File: src/rtl/fcmp_pkg.sv
package fcmp_pkg;
  typedef enum logic [2:0] {
    CMP_UNORD = 3'd0,
    CMP_LT    = 3'd1,
    CMP_EQ    = 3'd2,
    CMP_LE    = 3'd3,
    CMP_GT    = 3'd4,
    CMP_NE    = 3'd5,
    CMP_GE    = 3'd6,
    CMP_NONE  = 3'd7
  } cmp_cond_e;

  typedef struct packed {
    logic capture;
    logic selUnord;
    logic selLt;
    logic selEq;
    logic selLe;
    logic selGt;
    logic selNe;
    logic selGe;
  } cmp_strobe_t;
endpackage

File: src/rtl/fcmp_datapath.sv
module fcmp_datapath
  import fcmp_pkg::*;
#(
  parameter int EXP_W  = 8,
  parameter int FRAC_W = 23
) (
  input  logic                          clk,
  input  logic                          rstN,
  input  logic [EXP_W+FRAC_W:0]         opA,
  input  logic [EXP_W+FRAC_W:0]         opB,
  input  cmp_strobe_t                   stb,
  output logic                          anyNaN,
  output logic                          anySnan,
  output logic [EXP_W+FRAC_W:0]         result
);
  localparam int W   = 1 + EXP_W + FRAC_W;
  localparam int MAG = W - 1;

  logic nanA, nanB, snanA, snanB;
  logic signA, signB, zeroBoth;
  logic magLtAB, magLtBA;
  logic ltAB, ltBA, eqAB, ordered;
  logic cmpBit, cmpReg;

  always_comb begin
    nanA  = (&opA[MAG-1:FRAC_W]) && (|opA[FRAC_W-1:0]);
    nanB  = (&opB[MAG-1:FRAC_W]) && (|opB[FRAC_W-1:0]);
    snanA = nanA && !opA[FRAC_W-1];
    snanB = nanB && !opB[FRAC_W-1];
    anyNaN  = nanA || nanB;
    anySnan = snanA || snanB;
    ordered = !anyNaN;

    signA    = opA[W-1];
    signB    = opB[W-1];
    zeroBoth = (~|opA[MAG-1:0]) && (~|opB[MAG-1:0]);
    magLtAB  = opA[MAG-1:0] < opB[MAG-1:0];
    magLtBA  = opB[MAG-1:0] < opA[MAG-1:0];

    if (zeroBoth)            ltAB = 1'b0;
    else if (signA != signB) ltAB = signA;
    else if (!signA)         ltAB = magLtAB;
    else                     ltAB = magLtBA;

    if (zeroBoth)            ltBA = 1'b0;
    else if (signA != signB) ltBA = signB;
    else if (!signB)         ltBA = magLtBA;
    else                     ltBA = magLtAB;

    eqAB = zeroBoth || (opA == opB);

    cmpBit = (stb.selUnord & anyNaN)
           | (stb.selLt    & ordered & ltBA)
           | (stb.selEq    & ordered & eqAB)
           | (stb.selLe    & ordered & (ltAB | eqAB))
           | (stb.selGt    & ordered & ltAB)
           | (stb.selNe    & !(ordered & eqAB))
           | (stb.selGe    & !(ordered & ltAB));
  end

  always_ff @(posedge clk or negedge rstN) begin
    if (!rstN)            cmpReg <= 1'b0;
    else if (stb.capture) cmpReg <= cmpBit;
  end

  assign result = {{(W-1){1'b0}}, cmpReg};
endmodule

File: src/rtl/fcmp_ctrl.sv
module fcmp_ctrl
  import fcmp_pkg::*;
#(
  parameter int NFLAG = 4
) (
  input  logic             clk,
  input  logic             rstN,
  input  logic             opValid,
  input  logic [2:0]       cond,
  input  logic             anyNaN,
  input  logic             anySnan,
  input  logic             flagPostValid,
  input  logic [NFLAG-1:0] flagPost,
  input  logic             statusClrEn,
  input  logic [NFLAG-1:0] statusClr,
  input  logic             trapCfgEn,
  input  logic             globalExcEn,
  output cmp_strobe_t      stb,
  output logic             resValid,
  output logic [NFLAG:0]   status,
  output logic             excReq
);
  localparam int INV_BIT = NFLAG - 1;

  logic [NFLAG-1:0] flags, raised, clrMask;
  logic             invRaise, orderedSel, quietSel;
  cmp_cond_e        condE;

  always_comb begin
    condE = cmp_cond_e'(cond);
    stb = '0;
    stb.capture = opValid;
    unique case (condE)
      CMP_UNORD: stb.selUnord = 1'b1;
      CMP_LT:    stb.selLt    = 1'b1;
      CMP_EQ:    stb.selEq    = 1'b1;
      CMP_LE:    stb.selLe    = 1'b1;
      CMP_GT:    stb.selGt    = 1'b1;
      CMP_NE:    stb.selNe    = 1'b1;
      CMP_GE:    stb.selGe    = 1'b1;
      CMP_NONE:  ;
    endcase
    orderedSel = stb.selLt | stb.selLe | stb.selGt | stb.selGe;
    quietSel   = stb.selUnord | stb.selEq | stb.selNe;
    invRaise   = opValid & ((orderedSel & anyNaN) | (quietSel & anySnan));
    raised     = (flagPostValid ? flagPost : '0);
    raised[INV_BIT] = raised[INV_BIT] | invRaise;
    clrMask    = statusClrEn ? statusClr : '0;
  end

  always_ff @(posedge clk or negedge rstN) begin
    if (!rstN) begin
      flags    <= '0;
      resValid <= 1'b0;
      excReq   <= 1'b0;
    end else begin
      flags    <= (flags & ~clrMask) | raised;
      resValid <= opValid;
      excReq   <= (|raised) & trapCfgEn & globalExcEn;
    end
  end

  assign status = {flags, 1'b0};
endmodule

File: src/rtl/fcmp_unit.sv
module fcmp_unit
  import fcmp_pkg::*;
#(
  parameter int EXP_W  = 8,
  parameter int FRAC_W = 23,
  parameter int NFLAG  = 4
) (
  input  logic                  clk,
  input  logic                  rstN,
  input  logic                  opValid,
  input  logic [EXP_W+FRAC_W:0] opA,
  input  logic [EXP_W+FRAC_W:0] opB,
  input  logic [2:0]            cond,
  input  logic                  flagPostValid,
  input  logic [NFLAG-1:0]      flagPost,
  input  logic                  statusClrEn,
  input  logic [NFLAG-1:0]      statusClr,
  input  logic                  trapCfgEn,
  input  logic                  globalExcEn,
  output logic                  resValid,
  output logic [EXP_W+FRAC_W:0] result,
  output logic [NFLAG:0]        status,
  output logic                  excReq
);
  cmp_strobe_t stb;
  logic        anyNaN, anySnan;

  fcmp_datapath #(.EXP_W(EXP_W), .FRAC_W(FRAC_W)) u_dp (
    .clk(clk), .rstN(rstN), .opA(opA), .opB(opB), .stb(stb),
    .anyNaN(anyNaN), .anySnan(anySnan), .result(result)
  );

  fcmp_ctrl #(.NFLAG(NFLAG)) u_ctrl (
    .clk(clk), .rstN(rstN), .opValid(opValid), .cond(cond),
    .anyNaN(anyNaN), .anySnan(anySnan),
    .flagPostValid(flagPostValid), .flagPost(flagPost),
    .statusClrEn(statusClrEn), .statusClr(statusClr),
    .trapCfgEn(trapCfgEn), .globalExcEn(globalExcEn),
    .stb(stb), .resValid(resValid), .status(status), .excReq(excReq)
  );
endmodule

File: config.mk
export PLATFORM = sky130hd
export DESIGN_NAME = fcmp_unit
export DESIGN_NICKNAME = d
export VERILOG_FILES = /design/src/rtl/fcmp_pkg.sv /design/src/rtl/fcmp_datapath.sv /design/src/rtl/fcmp_ctrl.sv /design/src/rtl/fcmp_unit.sv
export SDC_FILE = /design/constraint.sdc
export NUM_CORES = 1
export LEC_CHECK = 0
export BUFFER_PORTS_ARGS = -buffer_cell sky130_fd_sc_hd__buf_4
export CORE_MARGIN = 1.5
export CORE_UTILIZATION = 40
export DETAILED_ROUTE_END_ITERATION = 16
export PLACE_DENSITY = 0.74
export RECOVER_POWER = 25
export SKIP_CTS_REPAIR_TIMING = 1
export SLEW_MARGIN = 30
export SYNTH_ARGS = -nofsm -noshare
export SYNTH_HDL_FRONTEND = slang
export SYNTH_HIERARCHICAL = 1
export SYNTH_SLANG_ARGS = --single-unit
export TNS_END_PERCENT = 100
File: constraint.sdc
create_clock -name clk -period 0.9 [get_ports clk]
set_input_delay 0.045 -clock clk [delete_from_list [all_inputs] [get_ports clk]]
set_output_delay 0.045 -clock clk [all_outputs]
set_load 0.03 [all_outputs]
=== Word-level counts from Yosys, hierarchy flattened ===
Index checks and enable logic that the tools add are counted.

* Input bits: 82
* Register bits: 7
* Output and inout port bits: 39
* Word-level logic and storage cells: 87

* Magnitude comparators: 2
* Equality and inequality tests: 8
* Mux-type cells: 15
* Bitwise logic cells: 35
* Reductions and logical operators: 23

{| class="wikitable"
|+ Operator list
! operator !! count
|-
| $lt 31x31->1 || 2
|-
| $reduce_or 31->1 || 2
|-
| $reduce_or 23->1 || 2
|-
| $eq 32x32->1 || 1
|-
| $and 1x1->1 || 18
|-
| $reduce_and 8->1 || 2
|-
| $or 1x1->1 || 14
|-
| $mux 1 || 13
|-
| $eq 3x3->1 const B || 3
|-
| $mux 4 || 2
|-
| $logic_not 1->1 || 7
|-
| $eq 3x2->1 const B || 2
|-
| $logic_and 1x1->1 || 5
|-
| $and 4x4->4 || 1
|-
| $not 4->4 || 1
|-
| $or 4x4->4 || 1
|-
| $reduce_or 4->1 || 1
|-
| $eq 3x1->1 const B || 1
|-
| $logic_not 3->1 || 1
|-
| $logic_or 1x1->1 || 3
|-
| $ne 1x1->1 || 1
|}

=== Depth between registers and ports, before layout ===
Gate-level depths: netlist of run 1.

* Depth after elaboration: 12
* Mapped depth: 9
* Depth with buffers taken out: 9

=== Hierarchy ===
Netlist of run 1, hierarchy kept.

{| class="wikitable"
|+ Modules (own cells, without submodules)
! module !! seq. area each (µm²) !! times used !! cells an instance !! area each (µm²)
|-
| fcmp_datapath || 25.0 || 1 || 200 || 1,465.2
|-
| fcmp_ctrl || 150.1 || 1 || 34 || 354.1
|}

=== Worst setup path before layout of run 1 ===
No wires, ideal clock.

* Path type: input-to-reg
* Start point: input opA[21]
* End point: register u_dp.cmpReg
* Setup time: 0.084 ns
* Slack: -1.159 ns
* Cell stages on the path: 9
* Required time: 0.816 ns
* Arrival time: 1.976 ns
* Path through: inv_1 > ha_1 > a21oi_1 > nand2_1 > a221oi_2 > o2111ai_2 > and3_2 > or4b_1 > a41oi_2

* Longest elaborated chain between the ends: 12

{| class="wikitable"
|+ Ends and longest elaborated chain
! item !! RTL line !! text
|-
| from (decl) || fcmp_unit.sv:11 || <nowiki>input logic [EXP_W+FRAC_W:0] opA,</nowiki>
|-
| branches (longest 11 deep; another with $lt 31x31->1) || -- ||
|-
| $or 1x1->1 * || fcmp_datapath.sv:58 || <nowiki>| (stb.selGe & !(ordered & ltAB));</nowiki>
|-
| to (signal assigned) || fcmp_datapath.sv:63 || <nowiki>else if (stb.capture) cmpReg <= cmpBit;</nowiki>
|-
| to (decl) || fcmp_datapath.sv:23 || <nowiki>logic cmpBit, cmpReg;</nowiki>
|}

Every way passes the cells marked *.
A chain may end at the register's enable or synchronous reset.

=== Worst setup path in the final report of run 1 ===
* Start point: input opB[4]
* End point: register u_dp.cmpReg

* Longest elaborated chain between the ends: 12

{| class="wikitable"
|+ Ends and longest elaborated chain
! item !! RTL line !! text
|-
| from (decl) || fcmp_unit.sv:12 || <nowiki>input logic [EXP_W+FRAC_W:0] opB,</nowiki>
|-
| branches (longest 11 deep; another with $lt 31x31->1) || -- ||
|-
| $or 1x1->1 * || fcmp_datapath.sv:58 ||
|}

Marked as above.

==> results.json, run 1 <==
{
  "final_max_slew_viol_count": 0,
  "dp.cells": 420,
  "powerDensity_mw_per_mm2": 743.0,
  "start_kind": "input port",
  "ys_ff_latch": 7,
  "wl_per_cell_um": 13.46,
  "cts_buffers": 3,
  "fin_crit_sh": 2.320,
  "slowest_delay_ps": 530,
  "critPathTopFamily": "compound AO/OA/AOI/OAI gates",
  "area_growth_pct": 75.17,
  "max_freq_ghz": 0.4788,
  "setup_ws_ps": -1188,
  "cts_buffer_depth": 2,
  "drtIter0Drc": 61,
  "fp.dieW_um": 70.44,
  "grtUsageTotal": 0.2128,
  "syn_area_per_cell_um2": 7.775,
  "drt-total-wl_mm": 5.746,
  "fin_nets": 489,
  "route.vias.total": 2162,
  "ios": 121,
  "core.rowCount": 24,
  "htree_levels": 1,
  "status": "finished, violations left",
  "cts_tree": "done",
  "rsz0062_at_grt": "true",
  "path_class": "input port to flip-flop",
  "crit_chain": "buf_4, ha_4, a211oi_2, nor2_1, o31ai_1, buf_4, o2111ai_4, and3_4, or4b_4, a41oi_2",
  "p_sw_w": 0.0009560,
  "hold_class": "input port to flip-flop",
  "placement.io_buffers": 88,
  "min-delay-start": "trapCfgEn",
  "p_leak_nw": 1.559,
  "grt_start_max_net_pins": 8,
  "grt_pass1_wl_mm": 8.749,
  "clk_latency_ps": 230,
  "mostFrequentLayoutCell": "buf_4",
  "most-common-layout-cells": "buf_4, conb_1, inv_1",
  "cp_num_buf_inv": 2,
  "cpMostUsedCell": "buf_4",
  "cap_violations": 0,
  "fin_util": 0.7319,
  "violations": "negative setup slack",
  "dieArea_mm2": 0.004962,
  "dieHeight_um": 70.44,
  "drt_pass1_iterations": 4,
  "drive_above_1_share": 0.5467,
  "ir_worst_vdd_v": 0.0009049,
  "worstPathRequired_ps": 1050,
  "grt_pass1_vias": 2050,
  "layout.cells.non_filler": 427,
  "diodes": 0,
  "antenna_found_initial": 0,
  "critPathArrivalTime_ps": 2240,
  "vias_per_cell": 5.063,
  "cp_max_fo": 4,
  "synth_area_mm2": 0.001819,
  "r2r_start": "u_ctrl/flags[3]",
  "gp_congestion": 0.9028,
  "worstSetupEndpointType": "flip-flop",
  "synth_cell_type_count": 46,
  "yosysSeqAreaShare": 0.09629,
  "setup_violations": 3,
  "p_sw_frac": 0.4038,
  "cp_slowest_cell": "or4b_4",
  "combPwrFrac": 0.659,
  "internal_power_w": 0.001412,
  "clk_pin_slew_ps": 40,
  "ys.warnings.count": 6,
  "netlist_instances": 234,
  "startpoint": "opB[4]",
  "clock-sinks": 7,
  "globalRouteOverflowTotal": 0,
  "finalCriticalPeriod_ps": 2088,
  "power_frac_clock": 0.188,
  "start_util": 0.4178,
  "clock-skew-final_ps": 0,
  "ant_nets": 0,
  "hold_viol": 0,
  "p_seq_frac": 0.153,
  "clockRootBuffer": "clkbuf_8",
  "dpl.hpwl_mm": 4.904,
  "core_area_mm2": 0.004354,
  "drc": 0
}
==> cells by family after synthesis <==
logic type,Yosys count,share of synthesized area
xor+xnor,1,0.004815
fa+ha+maj,31,0.2132
mux,1,0.008251
flops,7,0.09629
buf+inv,69,0.2166
other cells,2,0.004128
simple gates,80,0.2806
compound gates,43,0.1761
==> synth_stat cells, drive strengths merged <==
library cell / n / area (um^2)
nor2b: 1 / 6.260
nor4: 15 / 108.9
nand3: 5 / 25.02
a221oi: 1 / 15.01
buf: 35 / 266.5
o211ai: 1 / 12.51
nand3b: 2 / 15.01
and2: 1 / 6.260
o21ai: 9 / 45.04
or4b: 1 / 10.01
nor3: 4 / 20.02
xnor2: 1 / 8.760
nor2: 9 / 33.78
and3: 1 / 7.510
o22ai: 1 / 6.260
and3b: 4 / 40.04
ha: 31 / 387.9
a22oi: 2 / 15.01
nand4b: 1 / 8.760
a41oi: 1 / 16.27
o41ai: 1 / 8.760
a22o: 3 / 26.28
a31oi: 2 / 12.51
o2111a: 1 / 11.26
mux2: 1 / 15.01
o2111ai: 1 / 15.01
a21o: 1 / 7.510
dfrtp: 7 / 175.2
a211oi: 3 / 32.53
or4: 1 / 7.510
inv: 34 / 127.6
nor3b: 3 / 22.52
nand4: 16 / 136.4
o31ai: 2 / 15.01
a2111o: 1 / 11.26
conb: 2 / 7.510
a21oi: 12 / 60.06
nand2: 15 / 56.30
nand2b: 1 / 6.260
o31a: 1 / 10.01
==> power by group through the flow <==
stage / Combinational, W / Clock (W) / Sequential [W]
4_1_cts: 0.00142 / 0.000460 / 0.000363
3_5_place_dp: 0.00141 / 0 / 0.000367
2_1_floorplan: 0.000802 / 0 / 0.000418
3_3_place_gp: 0.00139 / 0 / 0.000367
6_report: 0.00156 / 0.000445 / 0.000363
5_1_grt: 0.00168 / 0.000475 / 0.000367
==> sequential cells by signal (all words and copies together) (netlist names) <==
register	cells
u_ctrl/excReq	1
u_ctrl/resValid	1
u_ctrl/flags	4
u_dp/cmpReg	1
==> metrics by stage <==
| stage | instance area [um^2] | total power, W | hold slack [ps] | setup WS (ps) | setup TNS, ps |
|---|---|---|---|---|---|
| final | 3187 | 0.002368 | 51.84 | -1188 | -2901 |
| after global routing | 3187 | 0.002520 | 55.54 | -1279 | -3191 |
| after CTS | 3009 | 0.002243 | -386.6 | -1047 | -2798 |
| after detailed placement | 2964 | 0.001781 | -138.3 | -1287 | -3485 |
| after global placement | 2964 | 0.001752 | -139.2 | -1255 | -3377 |
| after floorplan | 2122 | 0.001219 | -250.6 | -970.6 | -2027 |
==> final timing paths <==
check,endpoint,slack [ps],cells after the start
min,u_ctrl/excReq,50,3
min in group asynchronous,u_ctrl/flags[1],240,2
max,u_dp/cmpReg,-1190,10
min reg2reg,u_ctrl/flags[1],490,1
max reg2reg,u_ctrl/flags[3],190,2
max in group asynchronous,u_ctrl/flags[3],390,2
==> worst register-to-register path, delay by kind of cell (launching register included) <==
family / cells / cell delay, ps
AO/OA/AOI/OAI: 1 / 150
flip-flops: 1 / 360
AND/OR/NAND/NOR: 1 / 70
==> area by class of cell <==
| cell class | instances | area (um^2) |
|---|---|---|
| Timing Repair Buffer | 142 | 1084 |
| Multi-Input combinational cell | 188 | 1670 |
| Sequential cell | 7 | 175.2 |
| Fill cell | 357 | 1167 |
| Tap cell | 52 | 65.06 |
| Clock buffer | 4 | 45.04 |
| Inverter | 34 | 147.6 |
==> routing by layer <==
metal | global-route usage | vias to the layer above | routed length (um)
li1 | - | 1078 | -
met1 | 0.2734 | 988 | 2496
met2 | 0.3679 | 82 | 2802
met3 | 0.03319 | 14 | 296
met4 | 0.05556 | 0 | 150
met5 | 0 | - | 0
No activity file was read; power rests on OpenSTA's default activity.
==> run 2: changes to the inputs <==
--- a/config.mk
+++ b/config.mk
@@ -5,11 +5,12 @@
 export SDC_FILE = /design/constraint.sdc
 export NUM_CORES = 1
 export LEC_CHECK = 0
+export ABC_AREA = 1
 export BUFFER_PORTS_ARGS = -buffer_cell sky130_fd_sc_hd__buf_4
 export CORE_MARGIN = 1.5
-export CORE_UTILIZATION = 40
+export CORE_UTILIZATION = 45
 export DETAILED_ROUTE_END_ITERATION = 16
-export PLACE_DENSITY = 0.74
+export PLACE_DENSITY = 0.79
 export RECOVER_POWER = 25
 export SKIP_CTS_REPAIR_TIMING = 1
 export SLEW_MARGIN = 30
==> run 2 against run 1 <==
Net effect: the run still ends with negative setup slack left; maximum frequency rose by 27%; flip-flop and latch count did not move; clock power rose by 4%; synthesized area rose by 13%; final cell count rose by 38%; non-clock buffer count rose by 19; core utilization rose by 14 points; largest cell class unchanged; highest routed layer unchanged.
==> results.json, run 2 <==
{
  "internal_power_w": 0.001518,
  "drtIter0Drc": 267,
  "cp_slowest_cell": "ha_4",
  "dpl_worst_slack_ps": -872.8,
  "met1_usage": 0.2753,
  "rsz0062_at_grt": "true",
  "worstPathRequired_ps": 1020,
  "ant_nets": 0,
  "slowest_delay_ps": 270,
  "synth_area_mm2": 0.002063,
  "synth_flop_cell": "dfrtp_1",
  "finalCriticalPeriod_ps": 1643,
  "p_sw_frac": 0.4441,
  "cts_buffers": 3,
  "dpl.hpwl_mm": 5.417,
  "p_seq_frac": 0.134,
  "synth_area_leaders": "nand2_1, ha_1, nor2_1, buf_4, inv_1",
  "mostFrequentLayoutCell": "buf_4",
  "power_frac_clock": 0.169,
  "status": "finished, violations left",
  "ys.warnings.count": 6,
  "p_sw_w": 0.001212,
  "critPathTopFamily": "simple AND/OR/NAND/NOR gates",
  "globalRouteOverflowTotal": 0,
  "start_util": 0.4706,
  "netlist_instances": 377,
  "grtUsageTotal": 0.2328,
  "cap_violations": 0,
  "cp_max_fo": 3,
  "drt_pass1_iterations": 7,
  "wl_per_cell_um": 15.55,
  "dieArea_mm2": 0.005000,
  "fin_util": 0.8707,
  "grt_start_max_net_pins": 8,
  "fp.dieW_um": 70.71,
  "dieHeight_um": 70.71,
  "path_class": "input port to flip-flop",
  "drc": 0,
  "synth.most_common_cell": "nand2_1",
  "placed_area_mm2": 0.003276,
  "synthTopCellsByCount": "nand2_1, nor2_1, inv_1",
  "gr-usage-met2": 0.4538,
  "ir_worst_vdd_v": 0.0005118,
  "combPwrFrac": 0.697,
  "violations": "negative setup slack",
  "whs_ps": 33.18,
  "largest_reg_flops": 4,
  "crit_chain": "buf_4, ha_4, nand2_2, nor2_2, buf_4, nand2_1, nand2_1, nand2_1, nand2_1, nand2_1, nand2_2, nand2_4, nand2_4, nand3_2, nand2_1, nand2_1, nor2_2, nor2_1",
  "synth_edf_count": 0,
  "drt-total-wl_mm": 9.177,
  "max_freq_ghz": 0.6086,
  "antenna_found_initial": 0,
  "setup_ws_ps": -743.0,
  "yosysSeqAreaShare": 0.08490,
  "final_max_slew_viol_count": 0,
  "drive_above_1_share": 0.5019,
  "clk_pin_slew_ps": 40,
  "grt_pass1_vias": 2502,
  "timing.setup.tns_ps": -1574,
  "synth.top_cell.area_share": 0.2183,
  "cpMostUsedCell": "nand2_1",
  "cp_num_buf_inv": 2,
  "hold_class": "input port to flip-flop",
  "setup_violations": 3,
  "syn_area_per_cell_um2": 5.473,
  "cts_buffer_depth": 2,
  "placement.io_buffers": 88,
  "core_area_mm2": 0.004384,
  "most-common-layout-cells": "buf_4, nand2_1, nor2_1",
  "grt_use_met3": 0.03419,
  "htree_levels": 1,
  "grt_pass1_wl_mm": 9.777,
  "synth_cell_type_count": 21,
  "worstSetupEndpointType": "flip-flop",
  "route.vias.total": 3150,
  "p_leak_nw": 2.011,
  "ios": 121,
  "async_flop_share": 1.000,
  "grt_busiest_layer": "met2",
  "cts_tree": "done",
  "core.rowCount": 24,
  "start_kind": "input port",
  "powerDensity_mw_per_mm2": 715.3,
  "clk_latency_ps": 230,
  "clock-skew-final_ps": 0,
  "area_growth_pct": 85.02,
  "critPathArrivalTime_ps": 1760,
  "hold_viol": 0,
  "synth_top_area_cell": "nand2_1",
  "fin_crit_sh": 1.826,
  "vias_per_cell": 5.339,
  "largest-register": "u_ctrl/flags",
  "fin_area_mm2": 0.003817,
  "ys_ff_latch": 7,
  "diodes": 0,
  "clockRootBuffer": "clkbuf_8",
  "clock-sinks": 7,
  "gp_congestion": 0.8576,
  "fin_nets": 652
}
[run 2: worst paths after layout]
| path | to | from | cells past startpoint | slack, ps |
|---|---|---|---|---|
| hold reg to reg | u_ctrl/flags[0] | u_ctrl/flags[0] | 2 | 470 |
| max in group asynchronous | u_ctrl/resValid | rstN | 2 | 350 |
| setup reg to reg | u_dp/cmpReg | u_dp/cmpReg | 2 | 200 |
| hold / removal | u_ctrl/flags[0] | flagPost[0] | 3 | 30 |
| setup / recovery | u_dp/cmpReg | opB[4] | 18 | -740 |
| min in group asynchronous | u_ctrl/flags[2] | rstN | 2 | 270 |
[run 2: worst min-delay path, stage by stage]
cell and delay, ps:
buf_4 70, nand2_1 50, nand2_1 60
[run 2: kinds of logic after synthesis]
group           after synthesis  synth area share
flops                         7           0.08490
buf+inv                      95            0.2347
simple gates                224            0.4397
other cells                   2          0.003640
fa+ha+maj                    31            0.1880
compound gates               17           0.04488
xor+xnor                      1          0.004246
[run 2: stage by stage]
step                      cells  power [W]
after floorplan             407   0.001224
after global placement      581   0.001802
after detailed placement    581   0.001847
after CTS                   585   0.002298
after global routing        590   0.002885
final                       590   0.002730
[run 2: power by group through the flow]
stage,Clock [W],Sequential [W],Combinational [W]
floorplan,0,0.000419,0.000805
global placement,0,0.000366,0.00144
detailed placement,0,0.000367,0.00148
CTS,0.000448,0.000364,0.00149
global route,0.000479,0.000369,0.00204
finish,0.000462,0.000366,0.00190
[run 2: layer usage]
metal  up-vias  share of wire
met3        80          0.084
li1       1413              -
met5         -              0
met1      1435           0.34
met2       222           0.51
met4         0          0.068
[run 2: area by class of cell]
type / instances / area [um^2]
flip-flops and latches: 7 / 175.2
well taps: 52 / 65.06
clock buffers: 4 / 45.04
fillers: 217 / 566.8
repair buffers: 161 / 1240
inverters: 61 / 251.5
multi-input cells: 305 / 2041
==> run 3: changes to the inputs <==
--- a/config.mk
+++ b/config.mk
@@ -8,9 +8,9 @@
 export ABC_AREA = 1
 export BUFFER_PORTS_ARGS = -buffer_cell sky130_fd_sc_hd__buf_4
 export CORE_MARGIN = 1.5
-export CORE_UTILIZATION = 45
+export CORE_UTILIZATION = 25
 export DETAILED_ROUTE_END_ITERATION = 16
-export PLACE_DENSITY = 0.79
+export PLACE_DENSITY = 0.48
 export RECOVER_POWER = 25
 export SKIP_CTS_REPAIR_TIMING = 1
 export SLEW_MARGIN = 30
==> constraint.sdc (replaced) <==
create_clock -name clk -period 2.1 [get_ports clk]
set_input_delay 0.105 -clock clk [delete_from_list [all_inputs] [get_ports clk]]
set_output_delay 0.105 -clock clk [all_outputs]
set_load 0.03 [all_outputs]
==> run 3 against run 2 <==
Net effect: the run now ends clean; largest power group unchanged; via count shrank 29%; first-iteration DRC count shrank 75%; cell area shrank 28%; combinational power shrank 73%; clock power shrank 60%; register-to-register slack gained 1300 ps; critical path type unchanged; clock skew is the same; sequential power shrank 57%; die area grew 76%.
==> results.json, run 3 (synthesis results as in run 2) <==
{
  "finalCriticalPeriod_ps": 1606,
  "status": "finished clean",
  "wl_per_cell_um": 9.754,
  "globalRouteOverflowTotal": 0,
  "area_growth_pct": 33.60,
  "r2r_slack_ps": 1460,
  "antenna_found_initial": 0,
  "placement.io_buffers": 88,
  "cp_max_fo": 3,
  "rsz0062_at_grt": "false",
  "critPathArrivalTime_ps": 1720,
  "grt_pass1_wl_mm": 8.976,
  "grt_start_max_net_pins": 8,
  "timing.setup.tns_ps": 0,
  "core.rowCount": 32,
  "gp_congestion": 0.8966,
  "final_max_slew_viol_count": 0,
  "drt-total-wl_mm": 5.540,
  "cts_buffers": 3,
  "ios": 121,
  "path_class": "input port to flip-flop",
  "fin_nets": 580,
  "min-delay-start": "opValid",
  "r2r-end": "u_ctrl/flags[3]",
  "cap_violations": 0,
  "start_kind": "input port",
  "max_freq_ghz": 0.6227,
  "mostFrequentLayoutCell": "nand2_1",
  "route.vias.total": 2250,
  "most-common-layout-cells": "nand2_1, buf_4, nor2_1",
  "cp_num_buf_inv": 2,
  "clock-skew-final_ps": 0,
  "hold_viol": 0,
  "r2r_start": "u_ctrl/flags[3]",
  "clk_latency_ps": 220,
  "ir_worst_vdd_v": 0.0001906,
  "worstSetupEndpointType": "flip-flop",
  "grt_pass1_vias": 2101,
  "fp.dieW_um": 93.85,
  "setup_violations": 0,
  "setup_ws_ps": 494.2,
  "dieArea_mm2": 0.008807,
  "diodes": 0,
  "critPathTopFamily": "simple AND/OR/NAND/NOR gates",
  "dpl_worst_slack_ps": 278.8,
  "drive_above_1_share": 0.2103,
  "cts_tree": "done",
  "ant_nets": 0,
  "dpl.hpwl_mm": 5.155,
  "cts_buffer_depth": 2,
  "powerDensity_mw_per_mm2": 310.7,
  "whs_endpoint": "u_ctrl/resValid",
  "drt_pass1_iterations": 4,
  "drc": 0,
  "fin_crit_sh": 0.7647,
  "core_area_mm2": 0.007848,
  "cp_slowest_cell": "ha_1",
  "hold_class": "input port to flip-flop",
  "largest_reg_flops": 4,
  "clockRootBuffer": "clkbuf_8",
  "dieHeight_um": 93.85,
  "p_leak_nw": 1.632,
  "htree_levels": 1,
  "slowest_delay_ps": 280,
  "clk_pin_slew_ps": 40,
  "worst-r2r-cell-count": 2,
  "crit_chain": "buf_4, inv_1, ha_1, nand2_1, nor2_1, nand3_1, nor2_1, nand3_1, nand2_1, nand2_1, nand2_1, nand3_1, a21oi_1, nand2_1, nor2_1, nor2_1",
  "largest-register": "u_ctrl/flags",
  "cpMostUsedCell": "nand2_1",
  "vias_per_cell": 3.961,
  "start_util": 0.2629,
  "worstPathRequired_ps": 2210,
  "drtIter0Drc": 67,
  "holdPathStages": 1,
  "clock-sinks": 7,
  "grtUsageTotal": 0.1264
}
[run 3: power breakdown]
group          switching, W  internal (W)
combinational      0.000304      0.000212
clock             0.0000544      0.000131
sequential       0.00000637      0.000149
[run 3: worst max-delay path by stage]
| stage | cells after the start | slack, ps | from | end |
|---|---|---|---|---|
| floorplan | 15 | 550 | opA[30] | u_dp/cmpReg |
| global placement | 16 | 290 | opA[14] | u_dp/cmpReg |
| detailed placement | 16 | 280 | opA[14] | u_dp/cmpReg |
| CTS | 16 | 500 | opA[14] | u_dp/cmpReg |
| global route | 16 | 190 | opA[14] | u_dp/cmpReg |
| finish | 16 | 490 | opA[14] | u_dp/cmpReg |
[run 3: through the flow]
| stage | hold WS [ps] | cell area [um^2] | cells | power [W] | utilization |
|---|---|---|---|---|---|
| floorplan | -190.6 | 2176 | 407 | 0.0005069 | - |
| global placement | -73.68 | 2709 | 563 | 0.0006765 | 0.3452 |
| detailed placement | -75.52 | 2709 | 563 | 0.0006773 | 0.3452 |
| CTS | -313.3 | 2754 | 567 | 0.0008674 | 0.3509 |
| global route | 46.42 | 2756 | 568 | 0.0009416 | 0.3512 |
| finish | 49.96 | 2756 | 568 | 0.0008564 | 0.3512 |
[run 3: cell type report]
cell class / count / area [um^2]
clock buffers: 4 / 45.04
fillers: 908 / 5091
inverters: 61 / 229.0
multi-input cells: 305 / 1516
flip-flops and latches: 7 / 175.2
well taps: 102 / 127.6
repair buffers: 89 / 663.1
[run 3: per-layer routing]
layer  routed length [um]  track usage  share of wire
met5                    0            0              0
met4                   23      0.01990         0.0042
met3                  307      0.01861          0.055
met1                 2686       0.1718           0.48
met2                 2522       0.2138           0.46
[run 3: worst register-to-register path, cell delays in order, from the launching register on]
cell     delay [ps]
dfrtp_1         370
nand2_1          80
nand3_1          70
